### config.mk
export PLATFORM = sky130hd
export DESIGN_NAME = blkc_bus_port
export DESIGN_NICKNAME = d
export VERILOG_FILES = /design/src/rtl/bbp_pkg.sv /design/src/rtl/bbp_regs.sv /design/src/rtl/bbp_engine.sv /design/src/rtl/bbp_seq.sv /design/src/rtl/blkc_bus_port.sv
export SDC_FILE = /design/constraint.sdc
export NUM_CORES = 1
export LEC_CHECK = 0
export BUFFER_PORTS_ARGS = -buffer_cell sky130_fd_sc_hd__buf_2
export CAP_MARGIN = 20
export CORE_ASPECT_RATIO = 1.5
export CORE_MARGIN = 3
export CORE_UTILIZATION = 40
export DETAILED_ROUTE_END_ITERATION = 10
export GPL_TIMING_DRIVEN = 1
export HOLD_SLACK_MARGIN = 0.06
export SLEW_MARGIN = 10
export SYNTH_ARGS = -nofsm -noshare
export SYNTH_HDL_FRONTEND = slang
export SYNTH_SLANG_ARGS = --single-unit
### constraint.sdc
create_clock -name clk -period 2.4 [get_ports clk]
set_clock_uncertainty 0.1 [all_clocks]
set_input_delay 0.36 -clock clk [delete_from_list [all_inputs] [get_ports clk]]
set_output_delay 0.36 -clock clk [all_outputs]
set_load 0.1 [all_outputs]
### src/rtl/bbp_pkg.sv
package bbp_pkg;
  localparam int WORD_W    = 32;
  localparam int BLK_WORDS = 4;
  localparam int BLK_W     = WORD_W * BLK_WORDS;
  localparam int CNT_W     = $clog2(BLK_WORDS);
  localparam int ADDR_W    = 6;
  localparam int IDX_W     = ADDR_W - 2;

  localparam logic [IDX_W-1:0] OFS_CTRL = 4'd0;
  localparam logic [IDX_W-1:0] OFS_STAT = 4'd1;
  localparam logic [IDX_W-1:0] OFS_DIN  = 4'd2;
  localparam logic [IDX_W-1:0] OFS_DOUT = 4'd3;
  localparam logic [IDX_W-1:0] OFS_KEY  = 4'd4;
  localparam logic [IDX_W-1:0] OFS_IV   = 4'd8;

  typedef enum logic [1:0] {PH_LOAD = 2'd0, PH_BUSY = 2'd1, PH_UNLOAD = 2'd2} phase_t;
  typedef enum logic [1:0] {SW_NONE = 2'd0, SW_HALF = 2'd1, SW_BYTE = 2'd2, SW_BIT = 2'd3} swap_t;

  // Each conversion is its own inverse, so the same function serves both directions.
  function automatic logic [WORD_W-1:0] swap_word(swap_t m, logic [WORD_W-1:0] w);
    logic [WORD_W-1:0] r;
    r = w;
    case (m)
      SW_HALF: r = {w[15:0], w[31:16]};
      SW_BYTE: r = {w[7:0], w[15:8], w[23:16], w[31:24]};
      SW_BIT:  for (int i = 0; i < WORD_W; i++) r[i] = w[WORD_W-1-i];
      default: r = w;
    endcase
    return r;
  endfunction
endpackage

### src/rtl/bbp_regs.sv
module bbp_regs
  import bbp_pkg::*;
(
  input  logic              clk,
  input  logic              rst_n,
  input  logic              bus_valid,
  input  logic              bus_write,
  input  logic [1:0]        bus_size,
  input  logic [ADDR_W-1:0] bus_addr,
  input  logic [WORD_W-1:0] bus_wdata,
  output logic [WORD_W-1:0] bus_rdata,
  output logic              bus_ready,
  output logic              bus_err,
  output logic              en,
  output swap_t             swap_mode,
  output logic              din_dma_en,
  output logic              dout_dma_en,
  output logic [BLK_W-1:0]  key_flat,
  output logic [BLK_W-1:0]  iv_flat,
  output logic              wr_din,
  output logic              rd_dout,
  output logic              clr_cmp,
  input  logic [WORD_W-1:0] dout_word,
  input  logic              cmp_flag
);
  logic [WORD_W-1:0] key_w [BLK_WORDS];
  logic [WORD_W-1:0] iv_w  [BLK_WORDS];
  logic              ok_q, err_ph1, err_ph2;
  logic [WORD_W-1:0] rdata_q, rd_val;
  logic [IDX_W-1:0]  widx;
  logic              acc, size_ok, good, bad, wr_good, rd_good;

  assign widx    = bus_addr[ADDR_W-1:2];
  assign acc     = bus_valid && !err_ph1;
  assign size_ok = (bus_size == 2'b10) && (bus_addr[1:0] == 2'b00);
  assign good    = acc && size_ok;
  assign bad     = acc && !size_ok;
  assign wr_good = good && bus_write;
  assign rd_good = good && !bus_write;
  assign wr_din  = wr_good && (widx == OFS_DIN);
  assign rd_dout = rd_good && (widx == OFS_DOUT);
  assign clr_cmp = wr_good && (widx == OFS_CTRL) && bus_wdata[7];

  always_ff @(posedge clk or negedge rst_n) begin
    if (!rst_n) begin
      en <= 1'b0; swap_mode <= SW_NONE; din_dma_en <= 1'b0; dout_dma_en <= 1'b0;
    end else if (wr_good && widx == OFS_CTRL) begin
      en          <= bus_wdata[0];
      swap_mode   <= swap_t'(bus_wdata[2:1]);
      din_dma_en  <= bus_wdata[3];
      dout_dma_en <= bus_wdata[4];
    end
  end

  always_ff @(posedge clk or negedge rst_n) begin
    if (!rst_n) begin
      for (int g = 0; g < BLK_WORDS; g++) begin
        key_w[g] <= '0;
        iv_w[g]  <= '0;
      end
    end else if (wr_good) begin
      for (int g = 0; g < BLK_WORDS; g++) begin
        if (widx == IDX_W'(int'(OFS_KEY) + g)) key_w[g] <= bus_wdata;
        if (widx == IDX_W'(int'(OFS_IV) + g))  iv_w[g]  <= bus_wdata;
      end
    end
  end

  always_comb begin
    for (int g = 0; g < BLK_WORDS; g++) begin
      key_flat[BLK_W-1-g*WORD_W -: WORD_W] = key_w[g];
      iv_flat[BLK_W-1-g*WORD_W -: WORD_W]  = iv_w[g];
    end
  end

  always_comb begin
    rd_val = '0;
    case (widx)
      OFS_CTRL: rd_val = {{(WORD_W-5){1'b0}}, dout_dma_en, din_dma_en, swap_mode, en};
      OFS_STAT: rd_val = {{(WORD_W-1){1'b0}}, cmp_flag};
      OFS_DOUT: rd_val = dout_word;
      default:  rd_val = '0;
    endcase
    for (int g = 0; g < BLK_WORDS; g++) begin
      if (widx == IDX_W'(int'(OFS_KEY) + g)) rd_val = key_w[g];
      if (widx == IDX_W'(int'(OFS_IV) + g))  rd_val = iv_w[g];
    end
  end

  always_ff @(posedge clk or negedge rst_n) begin
    if (!rst_n) begin
      ok_q <= 1'b0; err_ph1 <= 1'b0; err_ph2 <= 1'b0; rdata_q <= '0;
    end else begin
      ok_q    <= good;
      err_ph1 <= bad;
      err_ph2 <= err_ph1;
      rdata_q <= rd_good ? rd_val : '0;
    end
  end

  assign bus_ready = ok_q | err_ph2;
  assign bus_err   = err_ph1 | err_ph2;
  assign bus_rdata = rdata_q;

  AST_ERR_FIRST_PHASE: assert property (@(posedge clk) disable iff (!rst_n)
    bad |=> (bus_err && !bus_ready));
  AST_ERR_SECOND_PHASE: assert property (@(posedge clk) disable iff (!rst_n)
    err_ph1 |=> (bus_err && bus_ready));
  AST_GOOD_ACK: assert property (@(posedge clk) disable iff (!rst_n)
    good |=> (bus_ready && !bus_err));
  AST_BAD_WRITE_INERT: assert property (@(posedge clk) disable iff (!rst_n)
    (bad && bus_write) |=> ($stable(key_flat) && $stable(iv_flat) &&
                            $stable({en, swap_mode, din_dma_en, dout_dma_en})));
endmodule

### src/rtl/bbp_engine.sv
module bbp_engine
  import bbp_pkg::*;
#(
  parameter int LAT = 6
) (
  input  logic             clk,
  input  logic             rst_n,
  input  logic             start,
  input  logic [BLK_W-1:0] blk,
  input  logic [BLK_W-1:0] key,
  input  logic [BLK_W-1:0] iv,
  output logic             done,
  output logic [BLK_W-1:0] result
);
  localparam int CW = $clog2(LAT + 1);
  logic [CW-1:0] cnt;

  always_ff @(posedge clk or negedge rst_n) begin
    if (!rst_n) begin
      cnt <= '0; done <= 1'b0; result <= '0;
    end else begin
      done <= 1'b0;
      if (start) begin
        cnt    <= CW'(LAT);
        result <= blk ^ key ^ iv;
      end else if (cnt != '0) begin
        cnt  <= cnt - 1'b1;
        done <= (cnt == CW'(1));
      end
    end
  end

  AST_DONE_PULSE: assert property (@(posedge clk) disable iff (!rst_n)
    done |=> !done);
endmodule

### src/rtl/bbp_seq.sv
module bbp_seq
  import bbp_pkg::*;
(
  input  logic              clk,
  input  logic              rst_n,
  input  logic              en,
  input  swap_t             swap_mode,
  input  logic              din_dma_en,
  input  logic              dout_dma_en,
  input  logic              wr_din,
  input  logic [WORD_W-1:0] din_word,
  input  logic              rd_dout,
  input  logic              clr_cmp,
  input  logic              eng_done,
  input  logic [BLK_W-1:0]  eng_result,
  output logic              eng_start,
  output logic [BLK_W-1:0]  blk_flat,
  output logic [WORD_W-1:0] dout_word,
  output logic              dma_in_req,
  output logic              dma_out_req,
  output logic              cmp_flag
);
  localparam logic [CNT_W-1:0] LAST = CNT_W'(BLK_WORDS - 1);

  phase_t            phase;
  logic [CNT_W-1:0]  in_cnt, out_cnt;
  logic [WORD_W-1:0] blk_w [BLK_WORDS];
  logic [WORD_W-1:0] res_w [BLK_WORDS];
  logic [WORD_W-1:0] din_sw;
  logic              load_we, last_in, finish;

  assign din_sw  = swap_word(swap_mode, din_word);
  assign load_we = en && wr_din && (phase == PH_LOAD);
  assign last_in = load_we && (in_cnt == LAST);
  assign finish  = en && eng_done && (phase == PH_BUSY);

  always_ff @(posedge clk or negedge rst_n) begin
    if (!rst_n) begin
      phase <= PH_LOAD; in_cnt <= '0; out_cnt <= '0; eng_start <= 1'b0;
      for (int g = 0; g < BLK_WORDS; g++) begin
        blk_w[g] <= '0;
        res_w[g] <= '0;
      end
    end else if (!en) begin
      phase <= PH_LOAD; in_cnt <= '0; out_cnt <= '0; eng_start <= 1'b0;
    end else begin
      eng_start <= 1'b0;
      case (phase)
        PH_LOAD: if (wr_din) begin
          for (int g = 0; g < BLK_WORDS; g++)
            if (in_cnt == CNT_W'(g)) blk_w[g] <= din_sw;
          if (in_cnt == LAST) begin
            in_cnt    <= '0;
            phase     <= PH_BUSY;
            eng_start <= 1'b1;
          end else begin
            in_cnt <= in_cnt + 1'b1;
          end
        end
        PH_BUSY: if (eng_done) begin
          for (int g = 0; g < BLK_WORDS; g++)
            res_w[g] <= eng_result[BLK_W-1-g*WORD_W -: WORD_W];
          phase <= PH_UNLOAD;
        end
        PH_UNLOAD: if (rd_dout) begin
          if (out_cnt == LAST) begin
            out_cnt <= '0;
            phase   <= PH_LOAD;
          end else begin
            out_cnt <= out_cnt + 1'b1;
          end
        end
        default: phase <= PH_LOAD;
      endcase
    end
  end

  always_ff @(posedge clk or negedge rst_n) begin
    if (!rst_n)       cmp_flag <= 1'b0;
    else if (finish)  cmp_flag <= 1'b1;
    else if (clr_cmp) cmp_flag <= 1'b0;
  end

  always_comb begin
    for (int g = 0; g < BLK_WORDS; g++)
      blk_flat[BLK_W-1-g*WORD_W -: WORD_W] = blk_w[g];
  end

  assign dout_word   = (phase == PH_UNLOAD) ? swap_word(swap_mode, res_w[out_cnt]) : '0;
  assign dma_in_req  = en && din_dma_en && (phase == PH_LOAD);
  assign dma_out_req = en && dout_dma_en && (phase == PH_UNLOAD);

  AST_START_AFTER_LAST: assert property (@(posedge clk) disable iff (!rst_n)
    last_in |=> eng_start);
  AST_IN_REQ_DROP: assert property (@(posedge clk) disable iff (!rst_n)
    last_in |=> !dma_in_req);
  AST_UNLOAD_HOLD: assert property (@(posedge clk) disable iff (!rst_n)
    (phase == PH_UNLOAD && en && !rd_dout) |=> (phase == PH_UNLOAD || !en));
  AST_DONE_SETS_FLAG: assert property (@(posedge clk) disable iff (!rst_n)
    finish |=> cmp_flag);
  AST_DISABLE_CLEARS: assert property (@(posedge clk) disable iff (!rst_n)
    !en |=> (in_cnt == '0 && out_cnt == '0));
  AST_IDLE_READ_INERT: assert property (@(posedge clk) disable iff (!rst_n)
    (rd_dout && phase != PH_UNLOAD) |=> $stable(out_cnt));
endmodule

### src/rtl/blkc_bus_port.sv
module blkc_bus_port
  import bbp_pkg::*;
#(
  parameter int ENG_LAT = 6
) (
  input  logic        clk,
  input  logic        rst_n,
  input  logic        bus_valid,
  input  logic        bus_write,
  input  logic [1:0]  bus_size,
  input  logic [5:0]  bus_addr,
  input  logic [31:0] bus_wdata,
  output logic [31:0] bus_rdata,
  output logic        bus_ready,
  output logic        bus_err,
  output logic        dma_in_req,
  output logic        dma_out_req
);
  logic              en, din_dma_en, dout_dma_en;
  swap_t             swap_mode;
  logic [BLK_W-1:0]  key_flat, iv_flat, blk_flat, eng_result;
  logic              wr_din, rd_dout, clr_cmp, cmp_flag, eng_start, eng_done;
  logic [WORD_W-1:0] dout_word;

  bbp_regs u_regs (
    .clk(clk), .rst_n(rst_n), .bus_valid(bus_valid), .bus_write(bus_write),
    .bus_size(bus_size), .bus_addr(bus_addr), .bus_wdata(bus_wdata),
    .bus_rdata(bus_rdata), .bus_ready(bus_ready), .bus_err(bus_err),
    .en(en), .swap_mode(swap_mode), .din_dma_en(din_dma_en), .dout_dma_en(dout_dma_en),
    .key_flat(key_flat), .iv_flat(iv_flat), .wr_din(wr_din), .rd_dout(rd_dout),
    .clr_cmp(clr_cmp), .dout_word(dout_word), .cmp_flag(cmp_flag)
  );

  bbp_seq u_seq (
    .clk(clk), .rst_n(rst_n), .en(en), .swap_mode(swap_mode),
    .din_dma_en(din_dma_en), .dout_dma_en(dout_dma_en),
    .wr_din(wr_din), .din_word(bus_wdata), .rd_dout(rd_dout), .clr_cmp(clr_cmp),
    .eng_done(eng_done), .eng_result(eng_result), .eng_start(eng_start),
    .blk_flat(blk_flat), .dout_word(dout_word), .dma_in_req(dma_in_req),
    .dma_out_req(dma_out_req), .cmp_flag(cmp_flag)
  );

  bbp_engine #(.LAT(ENG_LAT)) u_eng (
    .clk(clk), .rst_n(rst_n), .start(eng_start), .blk(blk_flat),
    .key(key_flat), .iv(iv_flat), .done(eng_done), .result(eng_result)
  );
endmodule

==> results of run 1 <==
worst paths after layout:
| check | end | from | cells after the start | slack [ns] |
|---|---|---|---|---|
| max in group asynchronous | u_regs.key_flat[45]$_DFFE_PN0P_ | rst_n | 4 | 1.07 |
| worst min-delay path | u_regs.iv_flat[15]$_DFFE_PN0P_ | bus_wdata[15] | 2 | 0.10 |
| min in group asynchronous | u_regs.ok_q$_DFF_PN0_ | rst_n | 2 | 0.13 |
| worst max-delay path | u_regs.bus_rdata[9]$_DFF_PN0_ | u_seq.out_cnt[0]$_DFFE_PN0P_ | 8 | -0.02 |
| worst min register to register | u_regs.err_ph2$_DFF_PN0_ | u_regs.err_ph1$_DFF_PN0_ | 0 | 0.34 |
| worst max register to register | u_regs.bus_rdata[9]$_DFF_PN0_ | u_seq.out_cnt[0]$_DFFE_PN0P_ | 8 | -0.02 |
timing repair:
action / in CTS / in global routing
endpoints found under the setup margin: 27 / 23
buffers inserted: 8 / 3
pin swaps: 22 / 21
hold buffers: 11 / 0
resized for setup: 68 / 40
endpoints found under the hold margin: 246 / 0
through the flow:
step | setup TNS (ns) | power (µW) | setup slack [ns]
6_report | -0.0503 | 24500 | -0.0203
3_5_place_dp | -12.81 | 13700 | -0.589
5_1_grt | -0.109 | 25300 | -0.0342
2_1_floorplan | 0 | 12700 | 0.0207
4_1_cts | -0.0157 | 24700 | -0.0157
3_3_place_gp | -7.48 | 13600 | -0.560
kinds of logic (layout without fill, tap and decap cells):
logic type | after synthesis | after routing | share of synthesized area
other | 0 | 4 | 0
and+or+nand+nor | 495 | 495 | 0.0681
adders and majority gates | 8 | 8 | 0.00305
buffers and inverters | 224 | 476 | 0.0313
xor gates and xnor gates | 259 | 259 | 0.0691
AOI/OAI and AO/OA | 525 | 525 | 0.0959
DFF | 692 | 692 | 0.527
muxes | 554 | 554 | 0.205
flip-flops by register name (all words and copies together), names as in the netlist, 2 cells and up:
| signal | cells |
|---|---|
| u_eng.result | 128 |
| u_seq.in_cnt | 2 |
| u_regs.iv_flat | 128 |
| u_seq.out_cnt | 2 |
| u_eng.cnt | 3 |
| u_regs.bus_rdata | 32 |
| u_seq.phase | 2 |
| u_seq.blk_flat | 128 |
| u_seq.res_w | 128 |
| u_regs.swap_mode | 2 |
| u_regs.key_flat | 128 |
power breakdown:
group | internal (µW) | switching, µW
registers | 11800 | 103
logic | 546 | 1080
clock network | 6330 | 4700
layout make-up:
cell class / count / area, µm² / area share
diodes: 4 / 10.0 / 0.000256
clock buffers: 102 / 2070 / 0.0530
clock inverters: 19 / 200 / 0.00511
inverters: 9 / 33.8 / 0.000863
multi-input cells: 1841 / 14900 / 0.380
flip-flops and latches: 692 / 17300 / 0.442
well taps: 1040 / 1300 / 0.0332
repair buffers: 346 / 3320 / 0.0847
layout by cell type (no fill, tap or decap), types with 19 or more instances in the layout:
cell type  Yosys  routed
a21oi_1      163     149
a221oi_1      25      20
a22oi_1       20      20
buf_12         1      66
buf_2         56      75
buf_4          6     183
clkbuf_16      0      72
dfrtp_1      692     686
mux2_2       472     472
mux2_4        28      28
mux4_2        26      32
nand2_1      235     218
nand3_1       21      19
nor2_1       132     131
nor3_1        41      40
o21ai_0      188     188
o221ai_1      22      20
o22ai_1       31      31
xnor2_1      259     259
routing by layer:
metal	track usage	vias up
li1	-	10125
met5	0	-
met2	0.464	981
met3	0.0397	326
met1	0.324	12154
met4	0.144	4
critical path: stages, from the launching register on:
cell and delay, ns:
dfrtp_2 0.46, buf_12 0.18, buf_12 0.11, mux4_2 0.55, nand2_1 0.15, a21oi_1 0.15, o32ai_1 0.27, o221ai_1 0.17
o2111a_1 0.15
==> results_dict.tcl, run 1 <==
set metrics [dict create \
    ant_nets 0 \
    met1_length_mm 43.7 \
    grt_max_degree 89 \
    dp_cells 3907 \
    critPathRequiredTime_ns 2.81 \
    syn_inst 2757 \
    min_period_ns 2.42 \
    status "complete, but fails checks" \
    syn-num-nets 2809 \
    synth-seq-cells 692 \
    top_layer_used "met5" \
    gp_congestion 1.02 \
    wl_per_cell_um 28.2 \
    synth_top_area_frac 0.527 \
    grt_usage 0.269 \
    clk_latency_ns 0.63 \
    rsz0062_at_grt "true" \
    cts_made_buffers 70 \
    clk_path_buf_depth 3 \
    viasPerCell 5.82 \
    grt_overflow 0 \
    yosysMostFrequentCell "dfrtp_1" \
    htree_levels 3 \
    row_count 128 \
    finalCritPeriodShare 1.01 \
    instances_no_fill 4053 \
    cp_max_fo 8 \
    worst-endpoint-arrival_ns 2.83 \
    grt_first_pass_wirelength_mm 168 \
    tightest_slew_ns 0.784 \
    hp-class "input port to flop" \
    first_pass_iters 5 \
    fin_ws_ns -0.0203 \
    synth_cell_type_count 71 \
    die_h_um 357 \
    violations "negative setup slack" \
    grt_pass1_vias 24599 \
    routed-wl-met2_mm 57.3 \
    max_slew_margin 0.477 \
    wirelength_mm 114 \
    synthArstFlopShare 1.00 \
    root_buffer "clkbuf_16" \
    cellPowerDensity_nw_per_um2 626 \
    final_core_util 0.481 \
    synth_area_leaders "dfrtp_1 (53%), mux2_2 (16%), xnor2_1 (6.9%), o21ai_0 (2.9%), nand2_1 (2.7%)" \
    placement.cell_area_um2 36200 \
    vdd_ir_drop_max_mv 0.541 \
    first_iter_violations 1920 \
    cts_sinks 692 \
    syn_area_um2 32800 \
    hpwl_mm 80.9 \
    routed-via-count 23590 \
    io_pins 80 \
    syn_avg_cell_area_um2 11.9 \
    final_nets 3012 \
    fillCellCount 7282 \
    timing.hold.ws_ns 0.102 \
    cap_violations 0 \
    drive_gt1_frac 0.357 \
    die_area_um2 85600 \
    syn_to_final_growth_pct 19.3 \
    fp.dieW_um 240 \
    synth_ff_type "dfrtp_1" \
    maxSlewViolCount 0 \
    io_buffers 79 \
    synth_warnings 0 \
    fin_area_um2 39200 \
    leakage_uw 0.0180 \
    fmaxAchievable_mhz 413 \
    cts_tree "built" \
    start_util 0.403 \
    cp-end-kind "flop" \
    synth-edff-count 0 \
    synth_area_leader_cell "dfrtp_1" \
    yosysSeqAreaShare 0.527 \
    drc 0 \
    clk_pin_slew_ns 0.07 \
    ys_top_cells_by_count "dfrtp_1 (692), mux2_2 (472), xnor2_1 (259)" \
    core-area_um2 81400 \
    hold_violations 0 \
    antenna_found_initial 7 \
    path_class "flop to flop" \
    setup_violations 4 \
    met3_length_mm 6.32 \
    start_kind "flop" \
]
(Power assumes the default switching activity.)
==> run 2: changes to the inputs <==
==> constraint.sdc (replaced) <==
create_clock -name clk -period 2.4 [get_ports clk]
set_clock_uncertainty 0.1 [all_clocks]
set_input_delay 0.48 -clock clk [delete_from_list [all_inputs] [get_ports clk]]
set_output_delay 0.48 -clock clk [all_outputs]
set_load 0.1 [all_outputs]
==> results_dict.tcl, run 2 (synthesis gave the netlist of run 1 again) <==
set metrics [dict create \
    slowest_delay_ns 0.60 \
    final_nets 3065 \
    clk_latency_ns 0.64 \
    core-area_um2 81400 \
    cts_made_buffers 69 \
    io_pins 80 \
    worst-endpoint-arrival_ns 2.93 \
    grt_max_degree 89 \
    final_common_cell "dfrtp_1" \
    wirelength_mm 112 \
    fp.dieW_um 240 \
    clk_path_buf_depth 3 \
    clk_pin_slew_ns 0.07 \
    die_area_um2 85600 \
    cellPowerDensity_nw_per_um2 613 \
    maxSlewViolCount 0 \
    hold_violations 0 \
    viasPerCell 5.75 \
    wl_per_cell_um 27.3 \
    hp-class "input port to flop" \
    first_pass_iters 5 \
    critPathRequiredTime_ns 2.79 \
    routed-via-count 23589 \
    max_slew_margin 0.562 \
    first_iter_violations 2154 \
    cp_num_buf_inv 4 \
    leakage_uw 0.0183 \
    cp_max_fo 6 \
    grt_overflow 0 \
    antenna_found_initial 10 \
    gp_congestion 0.999 \
    power.switching_uw 5840 \
    fin_ws_ns -0.146 \
    vdd_ir_drop_max_mv 0.464 \
    die_h_um 357 \
    finalCritPeriodShare 1.06 \
    rsz0062_at_grt "true" \
    root_buffer "clkbuf_16" \
    ant_nets 0 \
    io_buffers 79 \
    cts_sinks 692 \
    setup_violations 18 \
    fin_total_pwr_uw 24400 \
    hpwl_mm 80.1 \
    p_seq_frac 0.487 \
    clock_power_share 0.445 \
    fmaxAchievable_mhz 393 \
    status "complete, but fails checks" \
    row_count 128 \
    timing.hold.ws_ns 0.144 \
    swShare 0.240 \
    path_class "flop to flop" \
    cp-end-kind "flop" \
    grt_usage 0.264 \
    min_period_ns 2.55 \
    drc 0 \
    crit_family "buffers and inverters" \
    cts_tree "built" \
    grt_first_pass_wirelength_mm 166 \
    htree_levels 3 \
    syn_to_final_growth_pct 21.2 \
    tightest_slew_ns 0.656 \
    power_frac_comb 0.068 \
    fillCellCount 7199 \
    internal_power_uw 18500 \
    cp_slowest_cell "mux4_2" \
    final_cell_mix "dfrtp_1 (686), mux2_2 (472), xnor2_1 (259)" \
    start_util 0.403 \
    violations "negative setup slack" \
    drive_gt1_frac 0.387 \
    start_kind "flop" \
    cap_violations 0 \
    crit_chain "buf_12, buf_16, buf_6, mux4_2, nand2_2, buf_4, a21oi_1, o31ai_2, a21oi_2" \
    grt_pass1_vias 24652 \
]
run 2: cell type report:
type,instances,area [µm²],area share
Sequential cell,692,17300,0.436
Multi-Input combinational cell,1841,15200,0.382
Timing Repair Buffer,400,3670,0.0924
Clock buffer,100,2070,0.0520
Tap cell,1040,1300,0.0327
Clock inverter,18,173,0.00434
Inverter,9,33.8,0.000849
Antenna cell,3,7.51,0.000189
run 2: repair_timing:
action / in CTS / in global routing
setup buffers: 14 / 4
endpoints found under the setup margin: 27 / 34
resized for setup: 130 / 42
hold buffers: 2 / 0
pin swaps: 48 / 35
cloned: 1 / 0
hold endpoints to repair: 138 / 0
run 2: worst paths after layout:
kind	start	to	slack [ns]	cells after the start
worst min-delay path	bus_wdata[19]	u_regs.iv_flat[83]$_DFFE_PN0P_	0.14	2
min in group asynchronous	rst_n	u_regs.bus_rdata[0]$_DFF_PN0_	0.27	2
max in group asynchronous	rst_n	u_regs.key_flat[12]$_DFFE_PN0P_	1.04	4
worst max register to register	u_seq.out_cnt[0]$_DFFE_PN0P_	u_regs.bus_rdata[16]$_DFF_PN0_	-0.15	9
worst min register to register	u_regs.err_ph1$_DFF_PN0_	u_regs.err_ph2$_DFF_PN0_	0.34	0
worst max-delay path	u_seq.out_cnt[0]$_DFFE_PN0P_	u_regs.bus_rdata[16]$_DFF_PN0_	-0.15	9
run 2: worst register-to-register path: cells and delay by family (launching register included):
kind                   cells  cell delay, ns
buffers and inverters      4            0.63
muxes                      1            0.60
AOI/OAI and AO/OA          3            0.55
DFF                        1            0.37
and+or+nand+nor            1            0.14
run 2: metal layers:
metal  up-vias  GRT usage  part of all wire
met1     12192      0.325              0.39
li1      10242          -                 -
met2       888      0.446              0.49
met5         -          0           0.00058
met4         8      0.141             0.061
met3       259     0.0409             0.056
run 2: power groups by stage:
stage | logic [µW] | clock network [µW] | registers [µW]
3_3_place_gp | 1570 | 0 | 12100
3_5_place_dp | 1600 | 0 | 12100
2_1_floorplan | 688 | 0 | 12100
6_report | 1660 | 10900 | 11900
5_1_grt | 1770 | 11500 | 11900
4_1_cts | 1640 | 11000 | 11900
run 2: stage by stage:
step	util	setup TNS, ns	worst slack [ns]	std cells	instance area [µm²]
after global placement	0.450	-35.99	-0.473	3965	36600
after CTS	0.486	-0.658	-0.107	4097	39600
final	0.489	-0.945	-0.146	4103	39800
after global routing	0.489	-1.63	-0.126	4100	39800
after detailed placement	0.450	-48.39	-0.420	3965	36600
after floorplan	-	0	0.231	2757	32800
==> run 3: changes to the inputs <==
--- a/config.mk
+++ b/config.mk
@@ -9,11 +9,13 @@
 export CAP_MARGIN = 20
 export CORE_ASPECT_RATIO = 1.5
 export CORE_MARGIN = 3
-export CORE_UTILIZATION = 40
+export CORE_UTILIZATION = 45
 export DETAILED_ROUTE_END_ITERATION = 10
 export GPL_TIMING_DRIVEN = 1
 export HOLD_SLACK_MARGIN = 0.06
+export SKIP_CTS_REPAIR_TIMING = 1
 export SLEW_MARGIN = 10
 export SYNTH_ARGS = -nofsm -noshare
 export SYNTH_HDL_FRONTEND = slang
+export SYNTH_HIERARCHICAL = 1
 export SYNTH_SLANG_ARGS = --single-unit
==> results_dict.tcl, run 3 <==
set metrics [dict create \
    regToRegEndpoint "u_regs/bus_rdata[2]$_DFF_PN0_" \
    cts_made_buffers 70 \
    wirelength_mm 124 \
    die_area_um2 80200 \
    placement.cell_area_um2 38400 \
    whs_path_depth 2 \
    drc 0 \
    hold_violations 0 \
    wl_per_cell_um 31.4 \
    rrSetupSlack_ns -0.14 \
    first_iter_violations 2306 \
    rr_worst_depth 8 \
    status "complete, but fails checks" \
    die_h_um 345 \
    multiInputGateArea_um2 17000 \
    synth-edff-count 0 \
    routed-via-count 24631 \
    final_nets 2941 \
    grt_max_degree 83 \
    critPathRequiredTime_ns 2.80 \
    min_period_ns 2.54 \
    root_buffer "clkbuf_16" \
    cp-end-kind "flop" \
    syn_to_final_growth_pct 20.6 \
    io_buffers 79 \
    rsz0062_at_grt "true" \
    worst-endpoint-arrival_ns 2.95 \
    fp.dieW_um 232 \
    antenna_found_initial 5 \
    syn_inst 2606 \
    gp_congestion 1.00 \
    synth_warnings 6 \
    busiest_layer "met2" \
    max_slew_margin 0.631 \
    cp_max_fo 5 \
    grt_usage 0.303 \
    synth_area_leaders "dfrtp_1 (50%), mux2_2 (16%), xnor2_1 (6.5%), mux2_4 (4.2%), mux4_2 (4.2%)" \
    r2r-start "u_seq/out_cnt[0]$_DFFE_PN0P_" \
    synthArstFlopShare 1.00 \
    hp-start "bus_wdata[31]" \
    grt_first_pass_wirelength_mm 177 \
    final_common_cell "dfrtp_1" \
    ys_top_cells_by_count "dfrtp_1 (692), mux2_2 (492), xnor2_1 (257)" \
    synth_cell_type_count 65 \
    grtUsageMet3 0.0427 \
    viasPerCell 6.25 \
    yosysMostFrequentCell "dfrtp_1" \
    yosysSeqAreaShare 0.501 \
    synth_area_leader_cell "dfrtp_1" \
    tightest_slew_ns 0.553 \
    syn_avg_cell_area_um2 13.3 \
    io_pins 80 \
    fmaxAchievable_mhz 393 \
    setup_violations 21 \
    hpwl_mm 85.8 \
    maxSlewViolCount 0 \
    violations "negative setup slack" \
    final_cell_mix "dfrtp_1 (687), mux2_2 (484), xnor2_1 (257)" \
    cts_sinks 692 \
    ant_nets 0 \
    finalCritPeriodShare 1.06 \
    synth-seq-cells 692 \
    fin_total_pwr_uw 24900 \
    row_count 123 \
    path_class "flop to flop" \
    core-area_um2 75600 \
    clk_path_buf_depth 3 \
    cap_violations 0 \
    cts_tree "built" \
    seq_area_um2 17300 \
    start_util 0.457 \
    fillCellCount 6133 \
    syn-num-nets 2658 \
    drive_gt1_frac 0.443 \
    cellPowerDensity_nw_per_um2 598 \
    leakage_uw 0.0191 \
    grt_pass1_vias 25151 \
    hp-class "input port to flop" \
    vdd_ir_drop_max_mv 0.524 \
    clk_pin_slew_ns 0.07 \
    start_kind "flop" \
    synth_ff_type "dfrtp_1" \
    grt_overflow 0 \
    clk_latency_ns 0.63 \
    fin_ws_ns -0.141 \
    htree_levels 3 \
    hold_path_end "u_regs/key_flat[127]$_DFFE_PN0P_" \
    first_pass_iters 6 \
    grt_use_met2 0.495 \
    global_route.usage.met1 0.381 \
    synth_top_area_frac 0.501 \
    fin_area_um2 41600 \
    syn_area_um2 34500 \
]
## run 3: cell types whose count changed after synthesis, moves of 32 or more
cell / before / now
mux2_4: 28 / 96
a221o_1: 0 / 34
mux2_1: 16 / 57
nand2_1: 235 / 73
a21oi_1: 163 / 98
nor2_1: 132 / 70
o22ai_1: 31 / 63
mux4_2: 26 / 64
a22oi_1: 20 / 59
o21ai_0: 188 / 104
mux2i_1: 5 / 73
clkbuf_1: 108 / 69
## run 3: metrics by stage
| stage | hold WS (ns) | worst slack, ns | cells | util | setup TNS, ns |
|---|---|---|---|---|---|
| after global routing | 0.175 | -0.136 | 3941 | 0.551 | -2.19 |
| after global placement | 0.272 | -0.648 | 3807 | 0.508 | -104.74 |
| after floorplan | 0.0844 | -0.472 | 2606 | - | -29.76 |
| final | 0.171 | -0.141 | 3942 | 0.551 | -1.57 |
| after detailed placement | 0.277 | -0.490 | 3808 | 0.508 | -107.00 |
| after CTS | -0.325 | -0.451 | 3931 | 0.539 | -4.80 |
## run 3: worst max-delay path by stage
stage / from / to / slack (ns) / cells after the start
after floorplan: u_regs/en$_DFFE_PN0P_ / dma_in_req / -0.47 / 2
after global placement: bus_size[0] / u_regs/bus_rdata[4]$_DFF_PN0_ / -0.65 / 8
after detailed placement: bus_size[0] / u_seq/blk_flat[14]$_DFFE_PN0P_ / -0.49 / 9
after CTS: u_seq/out_cnt[1]$_DFFE_PN0P_ / u_regs/bus_rdata[27]$_DFF_PN0_ / -0.45 / 9
after global routing: u_seq/out_cnt[0]$_DFFE_PN0P_ / u_regs/bus_rdata[29]$_DFF_PN0_ / -0.14 / 11
final: u_seq/out_cnt[0]$_DFFE_PN0P_ / u_regs/bus_rdata[2]$_DFF_PN0_ / -0.14 / 8
## run 3: area by class of cell
class,instances,area share
well taps,1000,0.0300
diodes,2,0.000120
clock buffers,94,0.0479
inverters,10,0.000901
clock inverters,29,0.00826
flip-flops and latches,692,0.416
multi-input cells,1723,0.407
repair buffers,392,0.0895
## run 3: critical path: stages (launching register included)
cell and delay [ns]:
dfrtp_2 0.45, clkbuf_16 0.19, mux4_2 0.56, o22ai_2 0.21
nor3_2 0.11, a21o_1 0.17, a221oi_2 0.25, o21ai_1 0.11
a32o_1 0.25
## run 3: kinds of logic after synthesis
family | after synthesis | synth area share
multiplexers | 782 | 0.284
flip-flops | 692 | 0.501
XOR/XNOR | 257 | 0.0652
adder cells (fa/ha/maj) | 8 | 0.00290
AND/OR/NAND/NOR | 250 | 0.0362
buffers and inverters | 191 | 0.0310
AO/OA/AOI/OAI | 426 | 0.0799
## run 3: where the power goes
part / internal (µW) / switching (µW) / total [µW]
combinational: 559 / 1120 / 1680
sequential: 11800 / 98.6 / 11900
clock: 6610 / 4740 / 11300
## run 3: layer usage
metal / up-vias / share of wire
li1: 10092 / -
met1: 12778 / 0.38
met2: 1364 / 0.48
met3: 395 / 0.072
met4: 2 / 0.072
met5: - / 0.00011
